<file path="src/rtl/dbn_pkg.sv">
package dbn_pkg;

  typedef struct packed {
    logic load;
    logic step;
  } dbnCtrl_t;

  typedef enum logic {ST_IDLE, ST_RUN} dbnState_t;

  function automatic logic [63:0] pow3(input int n);
    logic [63:0] p;
    p = 64'd1;
    for (int k = 0; k < n; k++) p = p * 64'd3;
    return p;
  endfunction

endpackage

</file>
<file path="src/rtl/dbn_term_search.sv">
module dbn_term_search #(
  parameter int DATA_W = 16,
  parameter int J_MAX  = 10,
  localparam int ITW   = $clog2(DATA_W),
  localparam int JTW   = $clog2(J_MAX + 1)
) (
  input  logic [DATA_W-1:0] rem,
  output logic [ITW-1:0]    bestI,
  output logic [JTW-1:0]    bestJ,
  output logic [DATA_W-1:0] bestVal
);
  localparam int W2 = 2 * DATA_W;
  localparam int NJ = J_MAX + 1;

  logic [NJ-1:0]     rowHit;
  logic [ITW-1:0]    rowI   [NJ];
  logic [DATA_W-1:0] rowVal [NJ];
  logic [W2-1:0]     remWide;

  assign remWide = {{DATA_W{1'b0}}, rem};

  // one row per power of three: largest shift that still fits
  for (genvar j = 0; j < NJ; j++) begin : gRow
    localparam logic [W2-1:0] BASE = W2'(dbn_pkg::pow3(j));
    logic              hit;
    logic [ITW-1:0]    iSel;
    logic [DATA_W-1:0] val;
    always_comb begin
      hit  = 1'b0;
      iSel = '0;
      val  = '0;
      for (int i = 0; i < DATA_W; i++) begin
        if ((BASE << i) <= remWide) begin
          hit  = 1'b1;
          iSel = ITW'(i);
          val  = DATA_W'(BASE << i);
        end
      end
    end
    assign rowHit[j] = hit;
    assign rowI[j]   = iSel;
    assign rowVal[j] = val;
  end

  // across rows: strict compare keeps the smaller j on equal values
  always_comb begin
    bestVal = '0;
    bestI   = '0;
    bestJ   = '0;
    for (int j = 0; j < NJ; j++) begin
      if (rowHit[j] && (rowVal[j] > bestVal)) begin
        bestVal = rowVal[j];
        bestI   = rowI[j];
        bestJ   = JTW'(j);
      end
    end
  end
endmodule

</file>
<file path="src/rtl/dbn_datapath.sv">
module dbn_datapath #(
  parameter int DATA_W = 16,
  parameter int J_MAX  = 10,
  parameter int CNT_W  = 5,
  localparam int ITW   = $clog2(DATA_W),
  localparam int JTW   = $clog2(J_MAX + 1)
) (
  input  logic               clk,
  input  logic               rstN,
  input  dbn_pkg::dbnCtrl_t  ctrl,
  input  logic [DATA_W-1:0]  valueIn,
  output logic               remZero,
  output logic               lastTerm,
  output logic [ITW-1:0]     expTwo,
  output logic [JTW-1:0]     expThree,
  output logic [CNT_W-1:0]   termCount
);
  logic [DATA_W-1:0] remReg;
  logic [DATA_W-1:0] termVal;
  logic [DATA_W-1:0] nextRem;
  logic [CNT_W-1:0]  cntReg;

  dbn_term_search #(.DATA_W(DATA_W), .J_MAX(J_MAX)) uSearch (
    .rem    (remReg),
    .bestI  (expTwo),
    .bestJ  (expThree),
    .bestVal(termVal)
  );

  assign nextRem   = remReg - termVal;
  assign remZero   = (remReg == '0);
  assign lastTerm  = !remZero && (nextRem == '0);
  assign termCount = cntReg;

  always_ff @(posedge clk) begin
    if (!rstN) begin
      remReg <= '0;
      cntReg <= '0;
    end else if (ctrl.load) begin
      remReg <= valueIn;
      cntReg <= '0;
    end else if (ctrl.step) begin
      remReg <= nextRem;
      cntReg <= cntReg + CNT_W'(1);
    end
  end
endmodule

</file>
<file path="src/rtl/dbn_control.sv">
module dbn_control (
  input  logic              clk,
  input  logic              rstN,
  input  logic              start,
  input  logic              remZero,
  input  logic              lastTerm,
  output dbn_pkg::dbnCtrl_t ctrl,
  output logic              termValid,
  output logic              done
);
  dbn_pkg::dbnState_t state, nextState;

  always_comb begin
    ctrl      = '0;
    termValid = 1'b0;
    done      = 1'b0;
    nextState = state;
    case (state)
      dbn_pkg::ST_IDLE: begin
        if (start) begin
          ctrl.load = 1'b1;
          nextState = dbn_pkg::ST_RUN;
        end
      end
      default: begin
        if (remZero) begin
          done      = 1'b1;
          nextState = dbn_pkg::ST_IDLE;
        end else begin
          ctrl.step = 1'b1;
          termValid = 1'b1;
          if (lastTerm) begin
            done      = 1'b1;
            nextState = dbn_pkg::ST_IDLE;
          end
        end
      end
    endcase
  end

  always_ff @(posedge clk) begin
    if (!rstN) state <= dbn_pkg::ST_IDLE;
    else       state <= nextState;
  end
endmodule

</file>
<file path="src/rtl/dbn_greedy_enc.sv">
module dbn_greedy_enc #(
  parameter int DATA_W = 16,
  parameter int J_MAX  = 10,
  parameter int CNT_W  = 5,
  localparam int ITW   = $clog2(DATA_W),
  localparam int JTW   = $clog2(J_MAX + 1)
) (
  input  logic              clk,
  input  logic              rstN,
  input  logic              start,
  input  logic [DATA_W-1:0] valueIn,
  output logic              termValid,
  output logic [ITW-1:0]    expTwo,
  output logic [JTW-1:0]    expThree,
  output logic              done,
  output logic [CNT_W-1:0]  termCount
);
  dbn_pkg::dbnCtrl_t ctrl;
  logic remZero;
  logic lastTerm;

  dbn_control uCtrl (
    .clk      (clk),
    .rstN     (rstN),
    .start    (start),
    .remZero  (remZero),
    .lastTerm (lastTerm),
    .ctrl     (ctrl),
    .termValid(termValid),
    .done     (done)
  );

  dbn_datapath #(.DATA_W(DATA_W), .J_MAX(J_MAX), .CNT_W(CNT_W)) uData (
    .clk      (clk),
    .rstN     (rstN),
    .ctrl     (ctrl),
    .valueIn  (valueIn),
    .remZero  (remZero),
    .lastTerm (lastTerm),
    .expTwo   (expTwo),
    .expThree (expThree),
    .termCount(termCount)
  );
endmodule

</file>
<file path="config.mk">
export PLATFORM = sky130hd
export DESIGN_NAME = dbn_greedy_enc
export DESIGN_NICKNAME = d
export VERILOG_FILES = /design/src/rtl/dbn_pkg.sv /design/src/rtl/dbn_term_search.sv /design/src/rtl/dbn_datapath.sv /design/src/rtl/dbn_control.sv /design/src/rtl/dbn_greedy_enc.sv
export SDC_FILE = /design/constraint.sdc
export NUM_CORES = 1
export LEC_CHECK = 0
export ABC_AREA = 1
export BUFFER_PORTS_ARGS = -buffer_cell sky130_fd_sc_hd__buf_2
export CORE_MARGIN = 2
export CORE_UTILIZATION = 40
export CTS_BUF_LIST = sky130_fd_sc_hd__clkbuf_16
export DETAILED_ROUTE_END_ITERATION = 8
export PLACE_DENSITY = 0.65
export SLEW_MARGIN = 10
export SYNTH_ARGS = -nofsm -noshare
export SYNTH_HDL_FRONTEND = slang
export SYNTH_SLANG_ARGS = --single-unit
export TNS_END_PERCENT = 20
</file>
<file path="constraint.sdc">
create_clock -name clk -period 35.7 [get_ports clk]
set_clock_uncertainty 0.15 [all_clocks]
set_input_delay 3.57 -clock clk [delete_from_list [all_inputs] [get_ports clk]]
set_output_delay 3.57 -clock clk [all_outputs]
set_load 0.02 [all_outputs]
</file>
# After elaboration in Yosys (flattened, before gate mapping)
# Index checks and enable logic that the tools add are counted.
# word_totals
in_bits	19
word_cells	771
output_inout_bits	15
register_bits	22
# op_classes
bitwise	1
muxes	561
n_addsub	2
n_reduce_logical	17
n_lt_le_gt_ge	187
# op_table
operator	n
two-way mux 16 bit	179
two-way mux 4 bit	175
two-way mux 1 bit	199
less-or-equal comparator 16 bit (first input constant)	11
less-or-equal comparator 19 x 16 -> 1 bit (first input constant)	9
less-or-equal comparator 17 x 16 -> 1 bit (first input constant)	10
less-or-equal comparator 18 x 16 -> 1 bit (first input constant)	9
> comparator 16 bit	10
less-or-equal comparator 15 x 16 -> 1 bit (first input constant)	10
less-or-equal comparator 20 x 16 -> 1 bit (first input constant)	8
less-or-equal comparator 22 x 16 -> 1 bit (first input constant)	7
less-or-equal comparator 21 x 16 -> 1 bit (first input constant)	7
less-or-equal comparator 13 x 16 -> 1 bit (first input constant)	9
less-or-equal comparator 14 x 16 -> 1 bit (first input constant)	9
less-or-equal comparator 23 x 16 -> 1 bit (first input constant)	6
less-or-equal comparator 12 x 16 -> 1 bit (first input constant)	8
less-or-equal comparator 25 x 16 -> 1 bit (first input constant)	5
less-or-equal comparator 24 x 16 -> 1 bit (first input constant)	5
less-or-equal comparator 10 x 16 -> 1 bit (first input constant)	7
less-or-equal comparator 11 x 16 -> 1 bit (first input constant)	7
less-or-equal comparator 27 x 16 -> 1 bit (first input constant)	4
less-or-equal comparator 26 x 16 -> 1 bit (first input constant)	4
less-or-equal comparator 8 x 16 -> 1 bit (first input constant)	6
less-or-equal comparator 9 x 16 -> 1 bit (first input constant)	6
other kinds (28)	58

# Logic depth before layout (Yosys ltp)
# Gate-level depths: netlist (run 1).
# depth
ltp_word	56
depth_mapped	167
mapped_depth_nobuf	152

# Modules after synthesis
# Synthesis (run 1) repeated with hierarchy kept, for this count alone.
# unflattened
hier_cells	1942
hier_area_um2	10656.5
# modules_own_cells
module	cells_each	area_each_um2	seq_area_each_um2	instances
dbn_term_search	1594	8585.7	0.0	1
dbn_datapath	338	2009.4	420.4	1
dbn_control	10	61.3	20.0	1

# Least setup slack after synthesis (run 1)
# OpenSTA, ideal clock, no wires.
# synth_timing
path_kind	register to output
start	register uData.remReg[9]
end	output done
t_arrival_ns	19.712
n_path_buf	22
t_required_ns	31.980
stages_incl_launch_ff	150
slack_ns	12.268
path_cell_list	dfxtp_1 -> buf_2 -> nor2_4 -> inv_2 -> nor2_8 -> nand2_4 -> nor2_4 -> inv_2 -> nor2_1 -> a21oi_1 -> inv_1 -> nor2_1 -> ha_1 -> nand2_1 -> inv_1 -> nand2_1 -> nand2_1 -> nand2_1 -> [... 114 more ...] -> o21bai_1 -> a21oi_1 -> inv_1 -> a21oi_1 -> o21ai_0 -> a21oi_1 -> o21bai_1 -> nand2_1 -> nand2_1 -> a21oi_1 -> o21ai_0 -> a21oi_1 -> o21bai_1 -> xor2_1 -> nand2_1 -> nand2_1 -> nand2_1 -> a21oi_1
# synth_between
elab_chain_cells	56
elab_cells_between_ends	569
cone_classes	add/sub (1); order compare (187); mux (366); reduce/logical (15)
# synth_lines
item	line	source
start, declared	dbn_datapath.sv:18	logic [DATA_W-1:0] remReg;
start signal, assigned	dbn_datapath.sv:40	remReg <= valueIn;
start signal, assigned	dbn_datapath.sv:43	remReg <= nextRem;
less-or-equal comparator 1 x 16 -> 1 bit	dbn_term_search.sv:33	if ((BASE << i) <= remWide) begin
two-way mux 1 bit	dbn_term_search.sv:33	
two-way mux 16 bit (15 in series)	dbn_term_search.sv:33	
> comparator 16 x 1 -> 1 bit	dbn_term_search.sv:51	if (rowHit[j] && (rowVal[j] > bestVal)) begin
logical AND 1 bit	dbn_term_search.sv:51	
two-way mux 16 bit	dbn_term_search.sv:51	
> comparator 16 bit	dbn_term_search.sv:51	
logical AND 1 bit	dbn_term_search.sv:51	
[... 26 more ...]	-	
logical AND 1 bit	dbn_term_search.sv:51	
two-way mux 16 bit	dbn_term_search.sv:51	
subtractor 16 bit	dbn_datapath.sv:30	assign nextRem = remReg - termVal;
zero test 16 bit	dbn_datapath.sv:32	assign lastTerm = !remZero && (nextRem == '0);
logical AND 1 bit	dbn_datapath.sv:32	
two-way mux 1 bit	dbn_control.sv:32	if (lastTerm) begin
two-way mux 1 bit *	dbn_control.sv:26	if (remZero) begin
two-way mux 1 bit *	dbn_control.sv:18	case (state)
end, declared	dbn_greedy_enc.sv:15	output logic done,
# Mark *: on every way between the ends. The rest lies on a longest branch, timed or not.

# Worst setup path in the final report (run 1)
# layout_timing
start	register uData.remReg[14]
end	output done
# Same word-level chain as after synthesis.

==> out/metrics.cfg, run 1 <==
[outcome]
status=finished clean

[sta]
worst_pin_slew_ns=1.04
setup_tns_ns=0
fmax_ghz=0.0356
finalHoldViolCount=0
drv_slew=0
layout_min_cycle_time_ns=28.09
setup_slack_ns=7.61
setup_violations=0
rsz0062_at_grt=false
timing.slew.headroom_pct=30.6
finalCritPeriodShare_pct=78.7

[placed_design]
dpl.hpwl_um=36000
place_inst=2139
gp_congestion=1.15
io_buffers=33
dp_slack_ns=8.42

[routing]
routed_wl_um=42500
via_per_inst=5.80
drtPass1Iterations=8
wl_per_cell_um=19.8
drtIter0Drc=1451
drc=0
drtAntennaViolNets=0
num_vias=12400

[clocking]
cts_num_sinks=22
clk_latency_ns=0.26
cts_tree=yes
post_cts_buffers=0
clk_pin_slew_ns=0.06
cts_buffer_depth=2
cts-hold-fix-buffers=0
clockRootBuffer=clkbuf_16
cts.repair.resized=0
cts_max_level=1
cts_buffers=3

[global_route]
globalRouteOverflowTotal=0
grt_max_degree=38
antenna_found_initial=0
grt_pass1_vias=11800
grt_util_all_layers_pct=31.4
grt_pass1_wl_um=66200

[critical_path]
cp-end-kind=output pin
r2r_slack_ns=11.43
rr_startpoint=uData.remReg[14]
critPathMostFrequentCell=nand2_1
slowest_delay_ns=0.67
worstPathArrival_ns=24.37
critPathRequiredTime_ns=31.98
setup.worst_path.class=reg2out
worstReg2RegEnd=uData.remReg[15]
cp_max_fo=37
reg2regPathDepth=140
cpMaxStageDelayCell=nand2_1
cp-start-kind=flip-flop

[final_layout]
layout_common_cells=nand2_1 (436), inv_1 (230), nor2_1 (194)
syn_to_final_growth_pct=4.46
fillers=2853
fin_util_pct=42.7
diodes=0
regArea_um2=440
drive_above_1_share_pct=9.71
multi_input_area_um2=8570
layout.nets=1998
stdcell_count=2143
final_common_cell=nand2_1

[synth]
synth_warnings=0
postSynthAreaPerCell_um2=5.68
synth-edff-count=0
synthDistinctLibCells=68
synthArstFlopShare_pct=0
synth_top_area_cell=ha_1
yosys-top-cells-area=ha_1 (20%), nand2_1 (16%), a21oi_1 (8.4%), inv_1 (8.4%), nor2_1 (7.1%)
ys_seq_elements=22
syn_area_um2=10300
synthCells=1815
synth_nets=1999
synth_ff_type=dfxtp_1
synth_top_area_share_pct=19.9
yosysSeqAreaShare_pct=4.27

[floorplan]
start_util_pct=40.8
die_area_um2=27100
io-pin-count=34
die_x_um=165
die_h_um=165
rows=58
core_um2=25300

[min_path]
hold_end=uData.termCount[4]
hold_path.startpoint=uData.termCount[4]
hold_depth=2
hp-class=reg2reg

[flow_run]
maxCapViolCount=0

layer usage:
metal	global-route usage [%]	vias to the layer above	share of wire, %
met5	0	-	0
met4	13.2	0	4.8
met3	3.11	123	8.1
met2	51.1	592	44
met1	42.2	5626	43
li1	-	6089	-
how the worst max path moves through the flow:
stage	from	endpoint	slack (ns)	cells after the start
after floorplan	uData.remReg[9]	done	12.27	149
after global placement	uData.remReg[9]	done	8.57	137
after global routing	uData.remReg[9]	done	5.00	140
final	uData.remReg[14]	done	7.61	140
after detailed placement	uData.remReg[9]	done	8.42	139
after CTS	uData.remReg[9]	done	8.08	139
flip-flops by register name, summed over array words and instances, names as in the netlist:
name / count
uCtrl.state: 1
uData.remReg: 16
uData.termCount: 5
metrics by stage:
stage	instance area (um^2)	hold slack [ns]
CTS	10800	0.328
detailed placement	10700	0.319
floorplan	10300	0.342
finish	10800	0.332
global route	10800	0.358
global placement	10700	0.311
worst max-delay path, delay by kind of cell (launching register included):
kind / cells / cell delay, ns
AO/OA/AOI/OAI: 32 / 5.50
buffers and inverters: 23 / 3.04
adder cells (fa/ha/maj): 11 / 3.07
XOR/XNOR: 1 / 0.14
AND/OR/NAND/NOR: 73 / 11.58
flip-flops: 1 / 0.66
cell families after synthesis:
logic type / after synthesis / synth area share, %
xor+xnor: 14 / 1.19
compound gates: 467 / 26.1
simple gates: 827 / 35.7
fa+ha+maj: 165 / 20.1
buf+inv: 320 / 12.7
flops: 22 / 4.27
cell usage after synthesis, types with 12 or more instances:
master,instances
inv_1,230
nand2_1,436
nor3_1,26
o21ai_0,131
xor2_1,14
nand3_1,67
o21ai_1,47
o211ai_1,12
a21oi_1,174
nand4_1,17
nor2_2,13
clkbuf_1,16
inv_2,40
a31oi_1,21
ha_1,164
dfxtp_1,22
nor2_1,194
nand2_2,17
cell type report:
type                    count  area share (%)
inverters                 277            9.78
clock inverters             1           0.279
flip-flops and latches     22            4.09
multi-input cells        1473            79.5
clock buffers               3           0.697
repair buffers             37            1.81
well taps                 330            3.83
Power of run 1 is not shown: default switching activity piles up to over one toggle a cycle in this logic, so the estimate is an artifact.
==> inputs of run 2 (changes only) <==
--- a/config.mk
+++ b/config.mk
@@ -5,13 +5,13 @@
 export SDC_FILE = /design/constraint.sdc
 export NUM_CORES = 1
 export LEC_CHECK = 0
-export ABC_AREA = 1
+export ABC_AREA = 0
 export BUFFER_PORTS_ARGS = -buffer_cell sky130_fd_sc_hd__buf_2
 export CORE_MARGIN = 2
 export CORE_UTILIZATION = 40
 export CTS_BUF_LIST = sky130_fd_sc_hd__clkbuf_16
 export DETAILED_ROUTE_END_ITERATION = 8
-export PLACE_DENSITY = 0.65
+export PLACE_DENSITY = 0.67
 export SLEW_MARGIN = 10
 export SYNTH_ARGS = -nofsm -noshare
 export SYNTH_HDL_FRONTEND = slang
==> constraint.sdc (replaced) <==
create_clock -name clk -period 23.8 [get_ports clk]
set_clock_uncertainty 0.15 [all_clocks]
set_input_delay 2.38 -clock clk [delete_from_list [all_inputs] [get_ports clk]]
set_output_delay 2.38 -clock clk [all_outputs]
set_load 0.02 [all_outputs]
==> out/metrics.cfg, run 2 <==
[final_layout]
fin_util_pct=67.0  ; was 42.7%
syn_to_final_growth_pct=65.1  ; was 4.46%
drive_above_1_share_pct=42.3  ; was 9.71%
largest_reg_flops=16  ; unchanged
final_common_cell=buf_4  ; was nand2_1
layout.nets=2433  ; was 1998
multi_input_area_um2=11700  ; was 8570 um^2
regMostFlops=uData.remReg  ; unchanged
regArea_um2=449  ; was 440 um^2
layout_common_cells=buf_4 (573), nand2_1 (153), nor2_1 (152)  ; was nand2_1 (436), inv_1 (230), nor2_1 (194)
fillers=2220  ; was 2853
diodes=0  ; unchanged

[sta]
setup_violations=1  ; was 0
layout_min_cycle_time_ns=25.53
finalHoldViolCount=0  ; unchanged
fmax_ghz=0.0392
drv_slew=0  ; unchanged
timing.slew.headroom_pct=16.6  ; was 30.6%
worst_pin_slew_ns=1.24  ; was 1.04 ns
rsz0062_at_grt=true  ; was false
finalCritPeriodShare_pct=107
holdWs_ns=0.344  ; was 0.332 ns
setup_slack_ns=-1.73  ; was 7.61 ns

[floorplan]
io-pin-count=34  ; unchanged
die_h_um=169  ; was 165 um
rows=60  ; was 58
core_um2=26800  ; was 25300 um^2
start_util_pct=40.6  ; was 40.8%
die_area_um2=28500  ; was 27100 um^2
die_x_um=169  ; was 165 um

[clocking]
clockRootBuffer=clkbuf_16  ; unchanged
cts_num_sinks=22  ; unchanged
clk_latency_ns=0.26  ; about the same
cts_buffer_depth=2  ; unchanged
cts-hold-fix-buffers=0  ; unchanged
cts_buffers=3  ; unchanged
clk_pin_slew_ns=0.06  ; about the same
cts_max_level=1  ; unchanged
cts_tree=yes  ; unchanged

[synth]
synth_top_area_share_pct=18.9  ; was 19.9%
muxShareOfSynthArea_pct=1.98  ; was 0%
syn_area_um2=10900  ; was 10300 um^2
synth_top_area_cell=ha_1  ; unchanged
synthCells=1645  ; was 1815
synth_warnings=0  ; unchanged
synth_commonest_cells=nor2_1 (175), nand2_1 (170), ha_1 (164), a21oi_1 (152), o21ai_0 (109)  ; was nand2_1 (436), inv_1 (230), nor2_1 (194), a21oi_1 (174), ha_1 (164)
yosysSeqAreaShare_pct=4.05  ; was 4.27%
synth_compound_area_share_pct=37.7  ; was 26.1%
synth_ff_type=dfxtp_1  ; unchanged
postSynthAreaPerCell_um2=6.61  ; was 5.68 um^2
ys_seq_elements=22  ; unchanged
synth.most_common_cell=nor2_1  ; was nand2_1
synthSimpleGateAreaFrac_pct=29.7  ; was 35.7%
synth_fa_ha_area_share_pct=19.1  ; was 20.1%
yosys-top-cells-area=ha_1 (19%), a21oi_1 (7.0%), nor2_1 (6.0%), nand2_1 (5.9%), o21ai_0 (5.0%)  ; was ha_1 (20%), nand2_1 (16%), a21oi_1 (8.4%), inv_1 (8.4%), nor2_1 (7.1%)
synth_top_family_by_area=compound AO/OA/AOI/OAI gates  ; was simple AND/OR/NAND/NOR gates
synthDistinctLibCells=99  ; was 68
synthArstFlopShare_pct=0  ; unchanged
synth-edff-count=0  ; unchanged
synth_xor_area_share_pct=1.37  ; was 1.19%

[outcome]
status=finished with violations  ; was finished clean
violations=negative setup slack

[routing]
drtPass1Iterations=7  ; was 8
num_vias=16300  ; was 12.4k
routed_wl_um=58300  ; was 42500 um
wl_per_cell_um=22.5  ; was 19.8 um
drc=0  ; unchanged
via_per_inst=6.29  ; was 5.80
drtIter0Drc=1915  ; was 1451
drtAntennaViolNets=0  ; unchanged

[min_path]
hold_path.startpoint=uData.termCount[1]  ; was uData.termCount[4]
hold_depth=2  ; unchanged
hold_end=uData.termCount[1]  ; was uData.termCount[4]
hp-class=reg2reg  ; unchanged

[global_route]
grt_util_all_layers_pct=38.1  ; was 31.4%
antenna_found_initial=1  ; was 0
globalRouteOverflowTotal=0  ; unchanged
grt_max_degree=23  ; was 38
grt_pass1_wl_um=86100  ; was 66200 um
grt_pass1_vias=15400  ; was 11.8k

[placed_design]
dpl.hpwl_um=45000  ; was 36000 um
io_buffers=33  ; unchanged
gp_congestion=1.09  ; was 1.15

[critical_path]
reg2regPathDepth=116  ; was 140
crit_start=uData.remReg[14]  ; unchanged
worstPathArrival_ns=23.00  ; was 24.37 ns
slowest_delay_ns=0.62  ; was 0.67 ns
critPathRequiredTime_ns=21.27  ; was 31.98 ns
cp-start-kind=flip-flop  ; unchanged
rr_startpoint=uData.remReg[14]  ; unchanged
r2r_slack_ns=0.99  ; was 11.43 ns
cpMaxStageDelayCell=or4_4  ; was nand2_1
critPathMostFrequentCell=ha_1  ; was nand2_1
setup.worst_path.class=reg2out  ; unchanged
cp-end-kind=output pin  ; unchanged
worstReg2RegEnd=uCtrl.state  ; was uData.remReg[15]
cp_max_fo=6  ; was 37

[flow_run]
maxCapViolCount=0  ; unchanged

[run 2: what timing repair did]
| item | CTS | global route |
|---|---|---|
| gates cloned | 3 | 1 |
| setup endpoints to repair | 12 | 16 |
| setup buffers | 71 | 48 |
| resized for setup | 145 | 168 |
| pin swaps | 105 | 124 |
[run 2: final cells by class]
class                   instances  share of cell area (%)
repair buffers                641                    27.5
well taps                     341                    2.38
multi-input cells            1506                    65.4
inverters                      75                    1.61
flip-flops and latches         22                    2.50
clock inverters                 1                   0.167
clock buffers                   3                   0.418
[run 2: metal layers]
metal	vias up	track usage [%]	share of wire [%]
met5	-	0	0.022
met4	2	17.8	6.1
met3	266	5.61	9.3
met2	1031	62.7	45
met1	7583	48.9	39
li1	7408	-	-
[run 2: per-stage QoR]
step | setup TNS [ns] | setup WS (ns) | cell area, um^2 | std cells
after floorplan | -0.554 | -0.554 | 11700 | 1692
after global placement | -2.18 | -2.05 | 15400 | 2465
after CTS | -1.17 | -1.17 | 16700 | 2543
after global routing | -4.99 | -2.76 | 17900 | 2589
after detailed placement | -4.27 | -2.52 | 15400 | 2465
final | -1.73 | -1.73 | 17900 | 2589
[run 2: cell families (layout without fill, tap and decap cells)]
group,Yosys count,in the layout
xor+xnor,17,17
flops,22,22
mux,20,20
simple gates,653,653
other cells,1,48
fa+ha+maj,165,165
compound gates,600,603
buf+inv,167,720
[run 2: critical path: cells and delay by family, from the launching register on]
kind / cells / cell delay (ns)
adders and majority gates: 13 / 3.58
buffers and inverters: 13 / 1.69
AOI/OAI and AO/OA: 55 / 10.66
muxes: 4 / 0.83
and+or+nand+nor: 31 / 5.43
DFF: 1 / 0.35
xor gates and xnor gates: 1 / 0.10
[run 2: how the worst max path moves through the flow]
| stage | to | slack [ns] |
|---|---|---|
| final | done | -1.73 |
| after global routing | done | -2.76 |
| after CTS | done | -1.17 |
| after detailed placement | done | -2.52 |
| after global placement | done | -2.05 |
| after floorplan | done | -0.55 |
Power of run 2 is left out for the same reason.
